===== src/rtl/i2cSlavePkg.sv =====
package i2cSlavePkg;

  typedef struct packed {
    logic rxShift;
    logic cntInc;
    logic cntClr;
    logic txLoad;
    logic txShift;
    logic pullAck;
    logic pullRelease;
  } ctrlStrobes_t;

  typedef enum logic [2:0] {
    ST_IDLE,
    ST_ADDR,
    ST_ADDR_ACK,
    ST_WDATA,
    ST_WDATA_ACK,
    ST_RDATA,
    ST_RDATA_ACK
  } slvState_t;

endpackage


===== src/rtl/i2cSlaveDatapath.sv =====
module i2cSlaveDatapath
  import i2cSlavePkg::*;
#(
  parameter int SYNC_STAGES = 2,
  parameter int BYTE_W = 8,
  localparam int CNT_W = $clog2(BYTE_W + 1)
) (
  input  logic              clk,
  input  logic              rstN,
  input  logic              sclIn,
  input  logic              sdaIn,
  input  ctrlStrobes_t      st,
  input  logic [BYTE_W-1:0] rdData,
  output logic              sclRise,
  output logic              sclFall,
  output logic              startDet,
  output logic              stopDet,
  output logic              sdaBit,
  output logic [BYTE_W-1:0] rxByte,
  output logic [CNT_W-1:0]  bitCnt,
  output logic              sdaPull
);

  logic [SYNC_STAGES-1:0] sclChain;
  logic [SYNC_STAGES-1:0] sdaChain;
  logic sclS, sdaS, sclD, sdaD;
  logic [BYTE_W-1:0] txByte;

  // synchroniser chains, reset to the idle-high bus level
  generate
    if (SYNC_STAGES == 1) begin : g_sync1
      always_ff @(posedge clk or negedge rstN) begin
        if (!rstN) begin
          sclChain <= '1;
          sdaChain <= '1;
        end else begin
          sclChain <= sclIn;
          sdaChain <= sdaIn;
        end
      end
    end else begin : g_syncN
      always_ff @(posedge clk or negedge rstN) begin
        if (!rstN) begin
          sclChain <= '1;
          sdaChain <= '1;
        end else begin
          sclChain <= {sclChain[SYNC_STAGES-2:0], sclIn};
          sdaChain <= {sdaChain[SYNC_STAGES-2:0], sdaIn};
        end
      end
    end
  endgenerate

  assign sclS = sclChain[SYNC_STAGES-1];
  assign sdaS = sdaChain[SYNC_STAGES-1];

  always_ff @(posedge clk or negedge rstN) begin
    if (!rstN) begin
      sclD <= 1'b1;
      sdaD <= 1'b1;
    end else begin
      sclD <= sclS;
      sdaD <= sdaS;
    end
  end

  assign sclRise  = sclS & ~sclD;
  assign sclFall  = ~sclS & sclD;
  assign startDet = sclS & sclD & sdaD & ~sdaS;
  assign stopDet  = sclS & sclD & ~sdaD & sdaS;
  assign sdaBit   = sdaS;

  always_ff @(posedge clk or negedge rstN) begin
    if (!rstN) begin
      rxByte <= '0;
      bitCnt <= '0;
    end else begin
      if (st.rxShift) rxByte <= {rxByte[BYTE_W-2:0], sdaS};
      if (st.cntClr) bitCnt <= '0;
      else if (st.cntInc) bitCnt <= bitCnt + 1'b1;
    end
  end

  always_ff @(posedge clk or negedge rstN) begin
    if (!rstN) begin
      txByte  <= '0;
      sdaPull <= 1'b0;
    end else if (st.pullRelease) begin
      sdaPull <= 1'b0;
    end else if (st.pullAck) begin
      sdaPull <= 1'b1;
    end else if (st.txLoad) begin
      txByte  <= rdData;
      sdaPull <= ~rdData[BYTE_W-1];
    end else if (st.txShift) begin
      txByte  <= {txByte[BYTE_W-2:0], 1'b0};
      sdaPull <= ~txByte[BYTE_W-2];
    end
  end


  bit_count_range_chk: assert property (@(posedge clk) disable iff (!rstN)
    bitCnt <= CNT_W'(BYTE_W));


  pull_stable_scl_high_chk: assert property (@(posedge clk) disable iff (!rstN)
    (sclS && sclD) |-> $stable(sdaPull));

endmodule


===== src/rtl/i2cSlaveControl.sv =====
module i2cSlaveControl
  import i2cSlavePkg::*;
#(
  parameter int BYTE_W = 8,
  parameter logic [BYTE_W-2:0] DEV_ADDR = 7'h48,
  parameter logic [BYTE_W-1:0] GC_CODE = 8'h06,
  localparam int CNT_W = $clog2(BYTE_W + 1)
) (
  input  logic              clk,
  input  logic              rstN,
  input  logic              sclRise,
  input  logic              sclFall,
  input  logic              startDet,
  input  logic              stopDet,
  input  logic              sdaBit,
  input  logic [BYTE_W-1:0] rxByte,
  input  logic [CNT_W-1:0]  bitCnt,
  output ctrlStrobes_t      st,
  output logic              wrValid,
  output logic              rdReq,
  output logic              gcReset
);

  localparam logic [CNT_W-1:0] FULL = CNT_W'(BYTE_W);

  slvState_t state, nextState;
  logic gcMode, gcArm, masterAck;
  logic wrPulse, gcPulse, byteDone, addrHit, gcHit;

  assign byteDone = sclFall && (bitCnt == FULL);
  assign addrHit  = (rxByte[BYTE_W-1:1] == DEV_ADDR);
  assign gcHit    = (rxByte == '0);

  always_comb begin
    st        = '0;
    nextState = state;
    wrPulse   = 1'b0;
    gcPulse   = 1'b0;
    if (startDet) begin
      nextState      = ST_ADDR;
      st.cntClr      = 1'b1;
      st.pullRelease = 1'b1;
    end else if (stopDet) begin
      nextState      = ST_IDLE;
      st.cntClr      = 1'b1;
      st.pullRelease = 1'b1;
    end else begin
      case (state)
        ST_ADDR, ST_WDATA: begin
          if (sclRise && bitCnt < FULL) begin
            st.rxShift = 1'b1;
            st.cntInc  = 1'b1;
          end
          if (byteDone) begin
            st.cntClr = 1'b1;
            if (state == ST_ADDR) begin
              if (addrHit || gcHit) begin
                st.pullAck = 1'b1;
                nextState  = ST_ADDR_ACK;
              end else begin
                nextState = ST_IDLE;
              end
            end else if (gcMode) begin
              if (rxByte == GC_CODE) begin
                st.pullAck = 1'b1;
                nextState  = ST_WDATA_ACK;
              end else begin
                nextState = ST_IDLE;
              end
            end else begin
              st.pullAck = 1'b1;
              wrPulse    = 1'b1;
              nextState  = ST_WDATA_ACK;
            end
          end
        end
        ST_ADDR_ACK: begin
          if (sclFall) begin
            if (rxByte[0]) begin
              st.txLoad = 1'b1;
              nextState = ST_RDATA;
            end else begin
              st.pullRelease = 1'b1;
              nextState      = ST_WDATA;
            end
          end
        end
        ST_WDATA_ACK: begin
          if (sclFall) begin
            st.pullRelease = 1'b1;
            if (gcArm) begin
              gcPulse   = 1'b1;
              nextState = ST_IDLE;
            end else begin
              nextState = ST_WDATA;
            end
          end
        end
        ST_RDATA: begin
          if (sclRise) st.cntInc = 1'b1;
          if (sclFall) begin
            if (bitCnt == FULL) begin
              st.cntClr      = 1'b1;
              st.pullRelease = 1'b1;
              nextState      = ST_RDATA_ACK;
            end else begin
              st.txShift = 1'b1;
            end
          end
        end
        ST_RDATA_ACK: begin
          if (sclFall) begin
            if (masterAck) begin
              st.txLoad = 1'b1;
              nextState = ST_RDATA;
            end else begin
              nextState = ST_IDLE;
            end
          end
        end
        default: nextState = ST_IDLE;
      endcase
    end
  end

  assign rdReq = st.txLoad;

  always_ff @(posedge clk or negedge rstN) begin
    if (!rstN) begin
      state     <= ST_IDLE;
      wrValid   <= 1'b0;
      gcReset   <= 1'b0;
      gcMode    <= 1'b0;
      gcArm     <= 1'b0;
      masterAck <= 1'b0;
    end else begin
      state   <= nextState;
      wrValid <= wrPulse;
      gcReset <= gcPulse;
      if (startDet || stopDet || state == ST_IDLE) begin
        gcMode <= 1'b0;
        gcArm  <= 1'b0;
      end else begin
        if (state == ST_ADDR && byteDone) gcMode <= gcHit;
        if (state == ST_WDATA && byteDone && gcMode && rxByte == GC_CODE) gcArm <= 1'b1;
      end
      if (state == ST_RDATA_ACK && sclRise) masterAck <= ~sdaBit;
    end
  end


  wr_single_pulse_chk: assert property (@(posedge clk) disable iff (!rstN)
    wrValid |=> !wrValid);


  gc_single_pulse_chk: assert property (@(posedge clk) disable iff (!rstN)
    gcReset |=> !gcReset);


  restart_to_addr_chk: assert property (@(posedge clk) disable iff (!rstN)
    startDet |=> (state == ST_ADDR));


  idle_no_write_chk: assert property (@(posedge clk) disable iff (!rstN)
    (state == ST_IDLE && $past(state) == ST_IDLE) |-> !wrValid);

endmodule


===== src/rtl/i2cResetSlave.sv =====
module i2cResetSlave
  import i2cSlavePkg::*;
#(
  parameter logic [6:0] DEV_ADDR = 7'h48,
  parameter int SYNC_STAGES = 2,
  parameter logic [7:0] GC_CODE = 8'h06
) (
  input  logic       clk,
  input  logic       rstN,
  input  logic       sclIn,
  input  logic       sdaIn,
  output logic       sdaPullLow,
  output logic       wrValid,
  output logic [7:0] wrData,
  output logic       rdReq,
  input  logic [7:0] rdData,
  output logic       gcReset
);

  localparam int BYTE_W = 8;
  localparam int CNT_W = $clog2(BYTE_W + 1);

  ctrlStrobes_t strobes;
  logic sclRise, sclFall, startDet, stopDet, sdaBit;
  logic [BYTE_W-1:0] rxByte;
  logic [CNT_W-1:0] bitCnt;

  i2cSlaveDatapath #(
    .SYNC_STAGES(SYNC_STAGES),
    .BYTE_W(BYTE_W)
  ) dp (
    .clk(clk),
    .rstN(rstN),
    .sclIn(sclIn),
    .sdaIn(sdaIn),
    .st(strobes),
    .rdData(rdData),
    .sclRise(sclRise),
    .sclFall(sclFall),
    .startDet(startDet),
    .stopDet(stopDet),
    .sdaBit(sdaBit),
    .rxByte(rxByte),
    .bitCnt(bitCnt),
    .sdaPull(sdaPullLow)
  );

  i2cSlaveControl #(
    .BYTE_W(BYTE_W),
    .DEV_ADDR(DEV_ADDR),
    .GC_CODE(GC_CODE)
  ) ctl (
    .clk(clk),
    .rstN(rstN),
    .sclRise(sclRise),
    .sclFall(sclFall),
    .startDet(startDet),
    .stopDet(stopDet),
    .sdaBit(sdaBit),
    .rxByte(rxByte),
    .bitCnt(bitCnt),
    .st(strobes),
    .wrValid(wrValid),
    .rdReq(rdReq),
    .gcReset(gcReset)
  );

  assign wrData = rxByte;

endmodule


===== config.mk =====
export PLATFORM = sky130hd
export DESIGN_NAME = i2cResetSlave
export DESIGN_NICKNAME = d
export VERILOG_FILES = /design/src/rtl/i2cSlavePkg.sv /design/src/rtl/i2cSlaveDatapath.sv /design/src/rtl/i2cSlaveControl.sv /design/src/rtl/i2cResetSlave.sv
export SDC_FILE = /design/constraint.sdc
export NUM_CORES = 1
export LEC_CHECK = 0
export BUFFER_PORTS_ARGS = -buffer_cell sky130_fd_sc_hd__buf_2
export CORE_MARGIN = 2
export CORE_UTILIZATION = 40
export DETAILED_ROUTE_END_ITERATION = 6
export GPL_TIMING_DRIVEN = 0
export REMOVE_ABC_BUFFERS = 1
export SYNTH_ARGS = -nofsm -noshare
export SYNTH_HDL_FRONTEND = slang
export SYNTH_SLANG_ARGS = --single-unit

===== constraint.sdc =====
create_clock -name clk -period 3.07 [get_ports clk]
set_clock_uncertainty 0.15 [all_clocks]
set_input_delay 0.614 -clock clk [delete_from_list [all_inputs] [get_ports clk]]
set_output_delay 0.614 -clock clk [all_outputs]
set_load 0.01 [all_outputs]

==> metrics.md <==
| Metric | Value |
|---|---|
| Status | `finished, final reports clean` |
| Peak fanout along the critical path | `9` |
| Initial antenna violation count | `0` |
| Clock latency reported for the late side of the worst-skew pair | `0.28 ns` |
| Global-route wire length before repair | `5.31 mm` |
| Post-layout minimum cycle time | `2.85 ns` |
| Count of flip-flops with a built-in enable after synthesis | `0` |
| Sequential-to-total area share from yosys stat | `51.1%` |
| Sinks on the clock net | `34` |
| Vias in the first global route | `1169` |
| Required time reported for the critical path endpoint | `2.31 ns` |
| Avg WL per Cell | `13.4 µm` |
| DP Cell Count | `226` |
| Biggest area consumer among synthesized cells | `dfrtp_1` |
| TritonCTS clock tree | `yes` |
| HPWL after DPL | `2.33 mm` |
| DRC | `0` |
| Dominant cell by count in the synthesized netlist | `dfrtp_1` |
| Ranking of synthesized cells by instance count | `28 x dfrtp_1, 17 x nand2_1, 13 x nor2_1` |
| Starting density of the core | `41.7%` |
| RSZ-0062 raised after global routing | `no` |
| Filler Cell Count | `369` |
| Count of instances resized after the clock tree is built | `0` |
| DIE WIDTH | `68.8 µm` |
| Leak Pwr | `0.958 nW` |
| Core outline area | `0.00403 mm²` |
| Storage element area | `858 µm²` |
| VDD IR-drop max | `0.277 mV` |
| Routability congestion estimate from global placement | `0.820` |
| Overall die height | `68.8 µm` |
| Io pins | `24` |
| NumNets Final | `197` |
| Count of mapped cells out of synthesis | `158` |
| Area added between synthesis and finish | `15.5%` |
| Switching power share of the total | `22.7%` |
| Count of hold buffers inserted by post-cts repair | `0` |
| Average cell area after synthesis | `10.6 µm²` |
| Internal power | `0.000734 W` |
| Final setup fails | `0` |
| Overall track demand over capacity in global routing | `15.4%` |
| Flip-flop cell with the highest count after synthesis | `dfrtp_1` |
| Antenna Diode Count | `0` |
| Clock buffer depth | `2` |
| Synthesis-stage register bit count | `34` |
| Proportion of netlist area held by the largest area contributor | `41.7%` |
| Max incr delay on CP | `0.56 ns` |
| Share of cells above drive strength 1 | `27.7%` |
| Achievable clock frequency | `0.351 GHz` |
| Layout Cells excl Fill | `234` |
| Routed vias/inst | `5.22` |
| Number of warnings reported in the yosys synthesis log | `0` |
| Placement Rows | `23` |
| Power density relative to cell area | `489 mW/mm²` |
| DR vias | `1222` |
| Floorplan die area | `0.00474 mm²` |
| I/O Buffers | `23` |
| Critical path class | `reg2out` |
| Pin count of the biggest net entering global routing | `35` |
| Switching power | `0.000215 W` |
| Number of hold violations in the final report | `0` |
| Final hold slack | `0.207 ns` |
| Async SR Flop Fraction | `100%` |
| Iteration count of the initial detailed-routing pass | `4` |
| Slew HR | `51.8%` |
| Critical Path Source Type | `flip-flop` |
| Crit-path cells | `nor2b_1, nand2_1, inv_1, buf_2` |
| Worst Max-Slew Pin Slew | `0.722 ns` |
| Slew Viols, Final | `0` |
| Multi-input combinational cell area | `772 µm²` |
| Mapped Area | `0.00168 mm²` |
| H-tree levels | `2` |
| Gate power share | `6.9%` |
| 1st-iter DRT viols | `101` |
| Count of maximum capacitance violations | `0` |
| Setup Total Neg Slack | `0 ns` |
| CTS clk-pin slew, worst paths | `0.07 ns` |
| Dominant cells by area after synthesis | `dfrtp_1 42%, dfstp_2 9.4%, mux2i_1 6.0%` |
| Clock root buffer | `clkbuf_8` |
| Share of total power in the clock network | `43.0%` |
| Setup crit end kind | `output port` |
| Number of buffers added by the clock tree synthesis step | `5` |
| Grt total ovfl | `0` |
| Distinct cell type count of the synthesized netlist | `46` |
| Post-Route WL | `3.13 mm` |
| Hold Crit Class | `reg2reg` |
| Arrival time of the worst setup path | `2.08 ns` |
| Setup Fix Bufs, Post-CTS | `0` |
| Detail Route Antenna Nets | `0` |
| Final period utilization | `92.7%` |
| CP max stage cell | `dfstp_2` |
| Flop pwr share | `50.1%` |
-- worst paths after layout --
path                                 from              to  slack [ns]  cells after the start
min in group asynchronous            rstN    dp.bitCnt[0]        0.24                      1
max in group asynchronous            rstN    dp.txByte[0]        2.07                      1
setup / recovery                  dp.sclD           rdReq        0.22                      4
hold reg to reg            dp.sdaChain[0]  dp.sdaChain[1]        0.21                      0
hold / removal             dp.sdaChain[0]  dp.sdaChain[1]        0.21                      0
setup reg to reg             dp.bitCnt[0]      dp.sdaPull        0.92                      7
-- flip-flops by register name, summed over array words and instances (netlist names), 2 cells and up --
register / cells
ctl.state: 3
dp.sdaChain: 2
dp.txByte: 7
dp.rxByte: 8
dp.sclChain: 2
dp.bitCnt: 4
-- critical path, delay by kind of cell (launching register included) --
kind          cells  cell delay [ns]
flops             1             0.56
buf+inv           2             0.32
simple gates      2             0.93
-- cells by family after synthesis --
logic type                 share of synthesized area, %
and+or+nand+nor                                    18.6
buffers and inverters                              2.98
DFF                                                51.1
AOI/OAI and AO/OA                                  12.4
muxes                                              11.3
xor gates and xnor gates                           2.09
adders and majority gates                          1.49
-- final cells by class --
cell class | instances | share of cell area (%)
sequential | 34 | 44.2
timing repair buffer | 23 | 5.93
multi-input combinational | 114 | 39.8
inverter | 5 | 0.967
clock inverter | 3 | 2.32
tap | 50 | 3.22
clock buffer | 5 | 3.55
-- cell usage in the layout, fill, tap and decap left out, drive strengths merged --
cell / instances
inv: 5
nor3b: 2
nand3: 4
bufinv: 1
a21boi: 1
xor2: 3
o31ai: 3
nand2: 17
nor3: 4
buf: 23
or3: 4
o21ai: 12
o22ai: 1
o211a: 1
a22oi: 1
o32a: 1
mux2: 8
nand2b: 4
nor2b: 5
and3: 2
nand4: 1
dfrtp: 28
a22o: 2
a21oi: 6
xnor2: 1
a31oi: 1
ha: 2
clkbuf: 5
dfstp: 6
and3b: 1
a21o: 1
a221oi: 1
a21bo: 1
mux2i: 10
nand3b: 1
nor2: 13
clkinvlp: 2
-- layer usage --
metal	wire length (µm)	share of wire [%]	track usage (%)	vias to the layer above
met5	0	0	0	-
met4	53	1.7	6.37	0
met3	169	5.4	5.68	7
met2	1480	47	23.4	30
met1	1430	46	19.8	582
li1	-	-	-	603
-- power groups by stage --
stage	Clock, W	Sequential [W]	Combinational [W]
final	0.000407	0.000476	0.0000654
after global routing	0.000447	0.000478	0.0000733
after CTS	0.000422	0.000476	0.0000670
after detailed placement	0	0.000484	0.0000669
after global placement	0	0.000483	0.0000645
after floorplan	0	0.000483	0.0000364
-- through the flow --
stage	power [W]	setup slack (ns)	util, %	instance area [µm²]
after floorplan	0.000519	0.898	-	1650
after global placement	0.000548	0.563	45.3	1830
after detailed placement	0.000551	0.543	45.3	1830
after CTS	0.000964	0.233	48.2	1940
after global routing	0.000998	0.0310	48.2	1940
final	0.000949	0.224	48.2	1940
Note: power is estimated with default switching activity, not from simulation.
